$ cat src/rtl/bnk_pkg.sv
package bnk_pkg;

    // Mode codes on the mode input
    localparam logic [4:0] MC_USR = 5'b10000;
    localparam logic [4:0] MC_FIQ = 5'b10001;
    localparam logic [4:0] MC_IRQ = 5'b10010;
    localparam logic [4:0] MC_SVC = 5'b10011;
    localparam logic [4:0] MC_ABT = 5'b10111;
    localparam logic [4:0] MC_UND = 5'b11011;
    localparam logic [4:0] MC_SYS = 5'b11111;

    // Bank class: user view first, then one class per exception mode
    typedef enum logic [2:0] {
        BK_USR = 3'd0,
        BK_FIQ = 3'd1,
        BK_IRQ = 3'd2,
        BK_SVC = 3'd3,
        BK_ABT = 3'd4,
        BK_UND = 3'd5
    } bank_e;

    localparam int unsigned NUM_EXC   = 5;
    localparam int unsigned ARCH_W    = 4;
    localparam int unsigned NUM_SHARE = 15;  // user-view copies of r0..r14
    localparam int unsigned FIQ_LO    = 8;   // first register banked in FIQ
    localparam int unsigned SP_IDX    = 13;
    localparam int unsigned PC_IDX    = 15;
    localparam int unsigned FIQ_CNT   = SP_IDX - FIQ_LO;             // r8..r12 copies
    localparam int unsigned PAIR_BASE = NUM_SHARE + FIQ_CNT;         // first sp/lr pair
    localparam int unsigned NUM_PHYS  = PAIR_BASE + 2 * NUM_EXC;     // 30
    localparam int unsigned PHYS_W    = $clog2(NUM_PHYS);

endpackage

$ cat src/rtl/bnk_mode_dec.sv
module bnk_mode_dec
    import bnk_pkg::*;
(
    input  logic [4:0] mode_i,
    output bank_e      bank_o,
    output logic       has_ssr_o
);

    always_comb begin
        unique case (mode_i)
            MC_FIQ:  bank_o = BK_FIQ;
            MC_IRQ:  bank_o = BK_IRQ;
            MC_SVC:  bank_o = BK_SVC;
            MC_ABT:  bank_o = BK_ABT;
            MC_UND:  bank_o = BK_UND;
            default: bank_o = BK_USR;  // user, system and unknown codes
        endcase
        has_ssr_o = (bank_o != BK_USR);
    end

endmodule

$ cat src/rtl/bnk_phys_map.sv
module bnk_phys_map
    import bnk_pkg::*;
(
    input  logic [ARCH_W-1:0] arch_i,
    input  bank_e             bank_i,
    output logic [PHYS_W-1:0] phys_o,
    output logic              is_pc_o
);

    logic [PHYS_W-1:0] arch_ext;
    logic [PHYS_W-1:0] bank_ext;

    assign arch_ext = PHYS_W'(arch_i);
    assign bank_ext = PHYS_W'(bank_i);

    always_comb begin
        is_pc_o = (arch_i == ARCH_W'(PC_IDX));
        phys_o  = arch_ext;
        if (arch_i >= ARCH_W'(SP_IDX) && !is_pc_o) begin
            if (bank_i != BK_USR) begin
                phys_o = PHYS_W'(PAIR_BASE) + ((bank_ext - PHYS_W'(1)) << 1)
                       + (arch_ext - PHYS_W'(SP_IDX));
            end
        end else if (arch_i >= ARCH_W'(FIQ_LO) && bank_i == BK_FIQ) begin
            phys_o = PHYS_W'(NUM_SHARE) + (arch_ext - PHYS_W'(FIQ_LO));
        end
    end

endmodule

$ cat src/rtl/bnk_regfile.sv
module bnk_regfile
    import bnk_pkg::*;
#(
    parameter int unsigned DATA_W = 32,
    parameter int unsigned RD_PORTS = 2
) (
    input  logic              clk,
    input  logic              rst_n,
    input  logic [4:0]        mode_i,
    input  logic [DATA_W-1:0] pc_i,
    input  logic [3:0]        rd_a_idx,
    output logic [DATA_W-1:0] rd_a_data,
    input  logic [3:0]        rd_b_idx,
    output logic [DATA_W-1:0] rd_b_data,
    input  logic              wr_en,
    input  logic [3:0]        wr_idx,
    input  logic [DATA_W-1:0] wr_data,
    input  logic              ssr_wr_en,
    input  logic [DATA_W-1:0] ssr_wr_data,
    output logic [DATA_W-1:0] ssr_rd_data
);

    localparam int unsigned SLOT_W = $clog2(NUM_EXC);

    typedef struct packed {
        logic [NUM_PHYS-1:0][DATA_W-1:0] gpr;
        logic [NUM_EXC-1:0][DATA_W-1:0]  ssr;
    } rf_state_t;

    rf_state_t st_d, st_q;

    bank_e bank;
    logic  has_ssr;

    bnk_mode_dec u_dec (
        .mode_i    (mode_i),
        .bank_o    (bank),
        .has_ssr_o (has_ssr)
    );

    // Read ports
    logic [RD_PORTS-1:0][ARCH_W-1:0] rd_idx;
    logic [RD_PORTS-1:0][DATA_W-1:0] rd_val;

    assign rd_idx[0] = rd_a_idx;
    assign rd_idx[1] = rd_b_idx;

    for (genvar p = 0; p < RD_PORTS; p++) begin : g_rd
        logic [PHYS_W-1:0] phys;
        logic              is_pc;

        bnk_phys_map u_map (
            .arch_i  (rd_idx[p]),
            .bank_i  (bank),
            .phys_o  (phys),
            .is_pc_o (is_pc)
        );

        assign rd_val[p] = is_pc ? pc_i : st_q.gpr[phys];
    end

    assign rd_a_data = rd_val[0];
    assign rd_b_data = rd_val[1];

    // Write port
    logic [PHYS_W-1:0] wr_phys;
    logic              wr_is_pc;

    bnk_phys_map u_wmap (
        .arch_i  (wr_idx),
        .bank_i  (bank),
        .phys_o  (wr_phys),
        .is_pc_o (wr_is_pc)
    );

    logic [SLOT_W-1:0] ssr_slot;
    assign ssr_slot = SLOT_W'(bank) - SLOT_W'(1);

    assign ssr_rd_data = has_ssr ? st_q.ssr[ssr_slot] : '0;

    always_comb begin
        st_d = st_q;
        if (wr_en && !wr_is_pc) begin
            st_d.gpr[wr_phys] = wr_data;
        end
        if (ssr_wr_en && has_ssr) begin
            st_d.ssr[ssr_slot] = ssr_wr_data;
        end
    end

    always_ff @(posedge clk) begin
        if (!rst_n) begin
            st_q <= '0;
        end else begin
            st_q <= st_d;
        end
    end

endmodule

$ cat config.mk
export PLATFORM = sky130hd
export DESIGN_NAME = bnk_regfile
export DESIGN_NICKNAME = d
export VERILOG_FILES = /design/src/rtl/bnk_pkg.sv /design/src/rtl/bnk_mode_dec.sv /design/src/rtl/bnk_phys_map.sv /design/src/rtl/bnk_regfile.sv
export SDC_FILE = /design/constraint.sdc
export NUM_CORES = 2
export LEC_CHECK = 0
export ABC_AREA = 1
export CELL_PAD_IN_SITES_DETAIL_PLACEMENT = 0
export CELL_PAD_IN_SITES_GLOBAL_PLACEMENT = 1
export CORE_MARGIN = 2
export CORE_UTILIZATION = 47
export DETAILED_ROUTE_END_ITERATION = 6
export GPL_TIMING_DRIVEN = 1
export HOLD_SLACK_MARGIN = 0.12
export PLACE_DENSITY_LB_ADDON = 0.1
export SLEW_MARGIN = 25
export SYNTH_ARGS = -nofsm -noshare
export SYNTH_HDL_FRONTEND = slang
export SYNTH_HIERARCHICAL = 1
export SYNTH_SLANG_ARGS = --single-unit
export TNS_END_PERCENT = 1
$ cat constraint.sdc
create_clock -name clk -period 17.4 [get_ports clk]
set_input_delay 3.48 -clock clk [delete_from_list [all_inputs] [get_ports clk]]
set_output_delay 3.48 -clock clk [all_outputs]
set_load 0.02 [all_outputs]
## Word-level counts from Yosys, hierarchy flattened

Index checks and enable logic that the tools add are counted.

- Register bits after elaboration: 1120
- Bits in latches: 0
- Bits in writable memories: 0
- Memory bits (read-only): 0
- Output and inout bits: 96
- Logic and storage cells: 110
- Memories: 0

- Add/subtract/negate cells: 15
- Multiply operators: 0
- Divide/modulo/power cells: 0
- Order comparisons: 12
- Equal/unequal tests: 9
- Shift-type cells: 0
- Mux-type cells: 25
- Bitwise logic cells: 0
- Reductions and logical operators: 14

Operator list:

| cell | number |
|---|---|
| 960-bit bitwise mux | 1 |
| 32-bit binary-select mux with 5-bit select | 2 |
| 32-bit two-way mux | 8 |
| 160-bit bitwise mux | 1 |
| 32-bit demux with 5-bit select | 1 |
| 32-bit binary-select mux with 3-bit select | 1 |
| 32-bit demux with 3-bit select | 1 |
| 5-bit two-way mux | 9 |
| 4-bit by 4-bit subtractor with 5-bit output, second input constant | 6 |
| 5-bit == test, second input constant | 5 |
| 4-bit >= comparator, second input constant | 6 |
| 5-bit by 6-bit less-than comparator with 1-bit output, second input constant | 3 |
| 4-bit by 5-bit adder with 5-bit output, first input constant | 3 |
| 5-bit adder | 3 |
| 3-bit one-hot mux with 5 select lines | 1 |
| 4-bit == test, second input constant | 3 |
| 1-bit logical AND | 10 |
| 5-bit adder, first input constant | 1 |
| 5-bit by 1-bit >= comparator with 1-bit output, second input constant | 1 |
| 3-bit by 4-bit less-than comparator with 1-bit output, second input constant | 1 |
| 3-bit by 1-bit subtractor with 4-bit output, second input constant | 1 |
| 3-bit by 1-bit == test with 1-bit output, second input constant | 1 |
| 3-bit by 1-bit >= comparator with 1-bit output, second input constant | 1 |
| 1-bit logical NOT | 3 |
| other kinds (2) | 2 |

## Longest topological paths before layout

- Word-level depth: 12
- Gate-level depth with buffers: 23

## Hierarchy

Netlist, hierarchy kept.

Modules (own cells, without submodules):

| module | instances | cells each | area an instance (sq um) | seq. area each (sq um) |
|---|---|---|---|---|
| bnk_regfile | 1 | 10055 | 60588.1 | 22421.5 |
| bnk_phys_map | 3 | 83 | 499.2 | 0.0 |
| bnk_mode_dec | 1 | 19 | 77.6 | 0.0 |

## Least setup slack after synthesis

No wires, ideal clock.

- Path kind: input-to-output
- Start point: input mode_i[3]
- End point: output rd_b_data[13]
- Data arrival time: 6.943 ns
- Path slack: 6.977 ns
- Stages: 20
- Buffers on the path: 3
- Cells stage by stage: inv_1 nand2_1 a21oi_1 inv_1 ha_1 ha_1 fa_1 a21oi_1 o21ai_0 nand2_1 buf_2 inv_1 buf_2 clkbuf_1 nand3_1 nand3_1 nand3_1 nand2_1 nand2_1 nand2_1

- Word-level cells in the longest chain between the ends: 10

RTL lines:

| what | RTL line | text |
|---|---|---|
| from (decl) | bnk_regfile.sv:9 | `input logic [4:0] mode_i,` |
| 5-bit == test | bnk_mode_dec.sv:10 | `unique case (mode_i)` |
| 3-bit one-hot mux with 5 select lines (*) | bnk_mode_dec.sv:10 |  |
| named net bank[0] | bnk_regfile.sv:32 | `bank_e bank;` |
| 3-bit by 1-bit subtractor with 4-bit output | bnk_phys_map.sv:21 | `phys_o = PHYS_W'(PAIR_BASE) + ((bank_ext - PHYS_W'(1)) << 1)` |
| 5-bit adder | bnk_phys_map.sv:21 |  |
| 5-bit adder | bnk_phys_map.sv:22 | `+ (arch_ext - PHYS_W'(SP_IDX));` |
| 5-bit two-way mux | bnk_phys_map.sv:20 | `if (bank_i != BK_USR) begin` |
| 5-bit two-way mux (*) | bnk_phys_map.sv:19 | `if (arch_i >= ARCH_W'(SP_IDX) && !is_pc_o) begin` |
| named net g_rd[1].phys[2] | bnk_regfile.sv:49 | `logic [PHYS_W-1:0] phys;` |
| 32-bit binary-select mux with 5-bit select (*) | bnk_regfile.sv:59 | `assign rd_val[p] = is_pc ? pc_i : st_q.gpr[phys];` |
| 32-bit two-way mux (not written as such) (*) | bnk_regfile.sv:59 |  |
| 32-bit two-way mux (*) | bnk_regfile.sv:59 |  |
| to (decl) | bnk_regfile.sv:14 | `output logic [DATA_W-1:0] rd_b_data,` |

Mark *: on every way through the listed nets, which the timed path passes. The rest lies on a longest branch. The select of a mux whose other input is x is not followed.

## Worst setup path after layout

- Start point: input mode_i[3]
- End point: output rd_b_data[3]

The elaborated chain is that of the path after synthesis.

==> qor.yml <==
floorplan:
  dieWidth_um: 368
  core_area_mm2: 0.131
  initial_utilization_pct: 47.3
  die_h_um: 368
  rows: 133
  dieArea_mm2: 0.135
  num_io_pins: 213
timing:
  drv_slew: 0
  worst_pin_slew_ps: 1120
  timing.fmax_ghz: 0.0716
  finalCriticalPeriod_ps: 13970
  tns_ps: 0
  finalHoldViolations: 0
  setup_viol: 0
  slew_headroom_pct: 25.3
  skew_ps: 0
  timing.final.crit_share_pct: 80.3
  rsz0062_at_grt: "false"
critical_path:
  r2r-end: "st_q[627]"
  endpoint_kind: "output port"
  r2r_slack_ps: 16690
  critical_path.slowest_cell: "buf_4"
  cp_max_fo: 75
  crit_path_frequent_cell: "nand2_1"
  worstSetupStartpointType: "primary input"
  crit_type: "in -> out"
  critical-path-max-stage-delay_ps: 780
  reg2regPathDepth: 2
  reg2reg_from: "st_q[627]"
  crit_buf_inv: 8
  required_ps: 13920
  crit_chain: "clkdlybuf4s50_1, inv_1, nand2_1, a21oi_4, buf_4, inv_1, ha_1, ha_1, fa_1, a21oi_1, o21ai_0, nand2_4, inv_6, buf_4, buf_4, nand3_1, nand3_1, nand3_1, nand2_1, nand2_1, nand2_1, clkdlybuf4s50_1"
  critPathTopFamily: "buffers and inverters"
  critPathArrivalTime_ps: 10490
flow_run:
  drv_cap: 0
hold_path:
  hold_end: "st_q[53]"
  worstHoldStart: "st_q[53]"
  min_delay_path_depth: 2
  holdCritPathClass: "reg -> reg"
clock_tree:
  hold_buffers: 0
  cts_root_buf: "clkbuf_16"
  h-tree-depth: 4
  clkTransAtPathRegs_ps: 50
  cts_buffer_depth: 3
  post_cts_buffers: 0
  cts_num_sinks: 1120
  numCtsBuffers: 136
  cts_resized: 0
  tritoncts: "done"
  clk_latency_ps: 780
detailed_routing:
  dr.max_layer_used: "met5"
  vias: 70500
  ant_nets: 0
  post_drt_wl_per_cell_um: 23.7
  wl_met3_um: 32800
  drt_wl_total_um: 281000
  first_iter_violations: 11000
  routedLengthMet1_um: 111000
  avgViaCountPerCell: 5.97
  drc_errors: 1
  wl_met2_um: 122000
  drt_pass1_iterations: 7
yosys:
  ys.flop_type: "dfxtp_1"
  synth.cell_area_mm2: 0.0622
  synth_edf_count: 0
  syn_avg_cell_area_um2: 6.02
  syn_inst: 10300
  yosysWarningCount: 6
  synth_cell_types: 34
  syn-num-nets: 10500
  seq_area_frac_synth_pct: 36.1
  ys_seq_elements: 1120
  synthArstFlopShare_pct: 0
layout:
  post-route-util_pct: 52.4
  top_regs: "st_q: 1120 flops"
  multiInputGateArea_mm2: 0.0345
  mostFrequentLayoutCells: "nand2_1, nor2_1, nand3_1"
  areaGrowthSynthToFinish_pct: 10.7
  largest-register: "st_q"
  largest_reg_flops: 1120
  final_common_cell: "nand2_1"
  final-seq-area_mm2: 0.0224
  final_nets: 10100
  fillers: 13400
  drive_gt1_share_pct: 5.08
  final_cells: 11800
power:
  ir_drop_mv: 0.0896
  power_leakage_nw: 30.3
  totalPowerFinal_w: 0.00680
  cellPowerDensity_mw_per_mm2: 98.8
placement:
  dp.cells: 11600
  io_buffers: 212
  dp_hpwl_um: 147000
  gp_congestion: 0.884
global_routing:
  grt_max_degree: 167
  track_usage_pct: 39.9
  antenna_found_initial: 18
  grt_pass1_vias: 63900
  overflow: 0
  grt_pass1_wl_um: 414000
outcome:
  violations: "DRC"
  outcome: "finished with violations"
## power breakdown
group | internal [W] | switching (W)
Clock | 0.00167 | 0.00121
Combinational | 0.000319 | 0.000973
Sequential | 0.00261 | 0.0000303
## how the worst max path moves through the flow
stage | depth (start not counted) | endpoint | start
floorplan | 20 | rd_b_data[13] | mode_i[3]
global placement | 22 | rd_b_data[12] | mode_i[3]
detailed placement | 22 | rd_b_data[3] | mode_i[3]
CTS | 22 | rd_b_data[3] | mode_i[3]
global route | 22 | rd_b_data[6] | mode_i[3]
finish | 22 | rd_b_data[3] | mode_i[3]
## cell type report
type                       instances  area share [%]
multi-input combinational       7871            50.2
sequential                      1120            32.6
clock buffer                     200            5.85
timing repair buffer             381            5.04
tap                             1755            3.19
inverter                         445            2.49
clock inverter                    39           0.636
antenna                           10          0.0364
## synth_stat cells (31+ instances only)
library cell | instances | area [um^2]
inv_2 | 31 | 116
dfxtp_1 | 1120 | 22400
buf_1 | 104 | 390
o21ai_0 | 976 | 4880
clkbuf_1 | 432 | 1620
a21oi_1 | 546 | 2730
nand3_1 | 1434 | 7180
ha_1 | 37 | 463
nand2_1 | 2985 | 11200
nor2_1 | 1626 | 6100
o21ai_1 | 168 | 841
inv_1 | 412 | 1550
buf_2 | 340 | 1700
## tightest hold or removal path, cell delays in order (launching register included)
cell and delay [ps]:
dfxtp_1 290, inv_1 60, a21oi_1 50
## cells by family (layout without fill, tap and decap cells)
logic type | after synthesis | after routing | synth area share (%)
adder cells (fa/ha/maj) | 40 | 40 | 0.841
other | 0 | 10 | 0
AO/OA/AOI/OAI | 1712 | 1712 | 13.9
AND/OR/NAND/NOR | 6106 | 6106 | 40.2
buffers and inverters | 1332 | 1065 | 8.80
flip-flops | 1120 | 1120 | 36.1
XOR/XNOR | 13 | 13 | 0.213
## per-stage QoR
stage	setup slack, ps	hold slack [ps]	cell area (um^2)
2_1_floorplan	6980	429	62200
4_1_cts	3590	453	68800
5_1_grt	3150	465	68800
3_3_place_gp	3610	439	64300
3_5_place_dp	3590	444	64300
6_report	3430	452	68800
## layer usage
metal	up-vias	GRT usage (%)
met4	8	18.7
met3	878	8.52
met1	32700	52.5
met5	-	0
li1	32400	-
met2	4550	62.2
(Power assumes the default switching activity.)
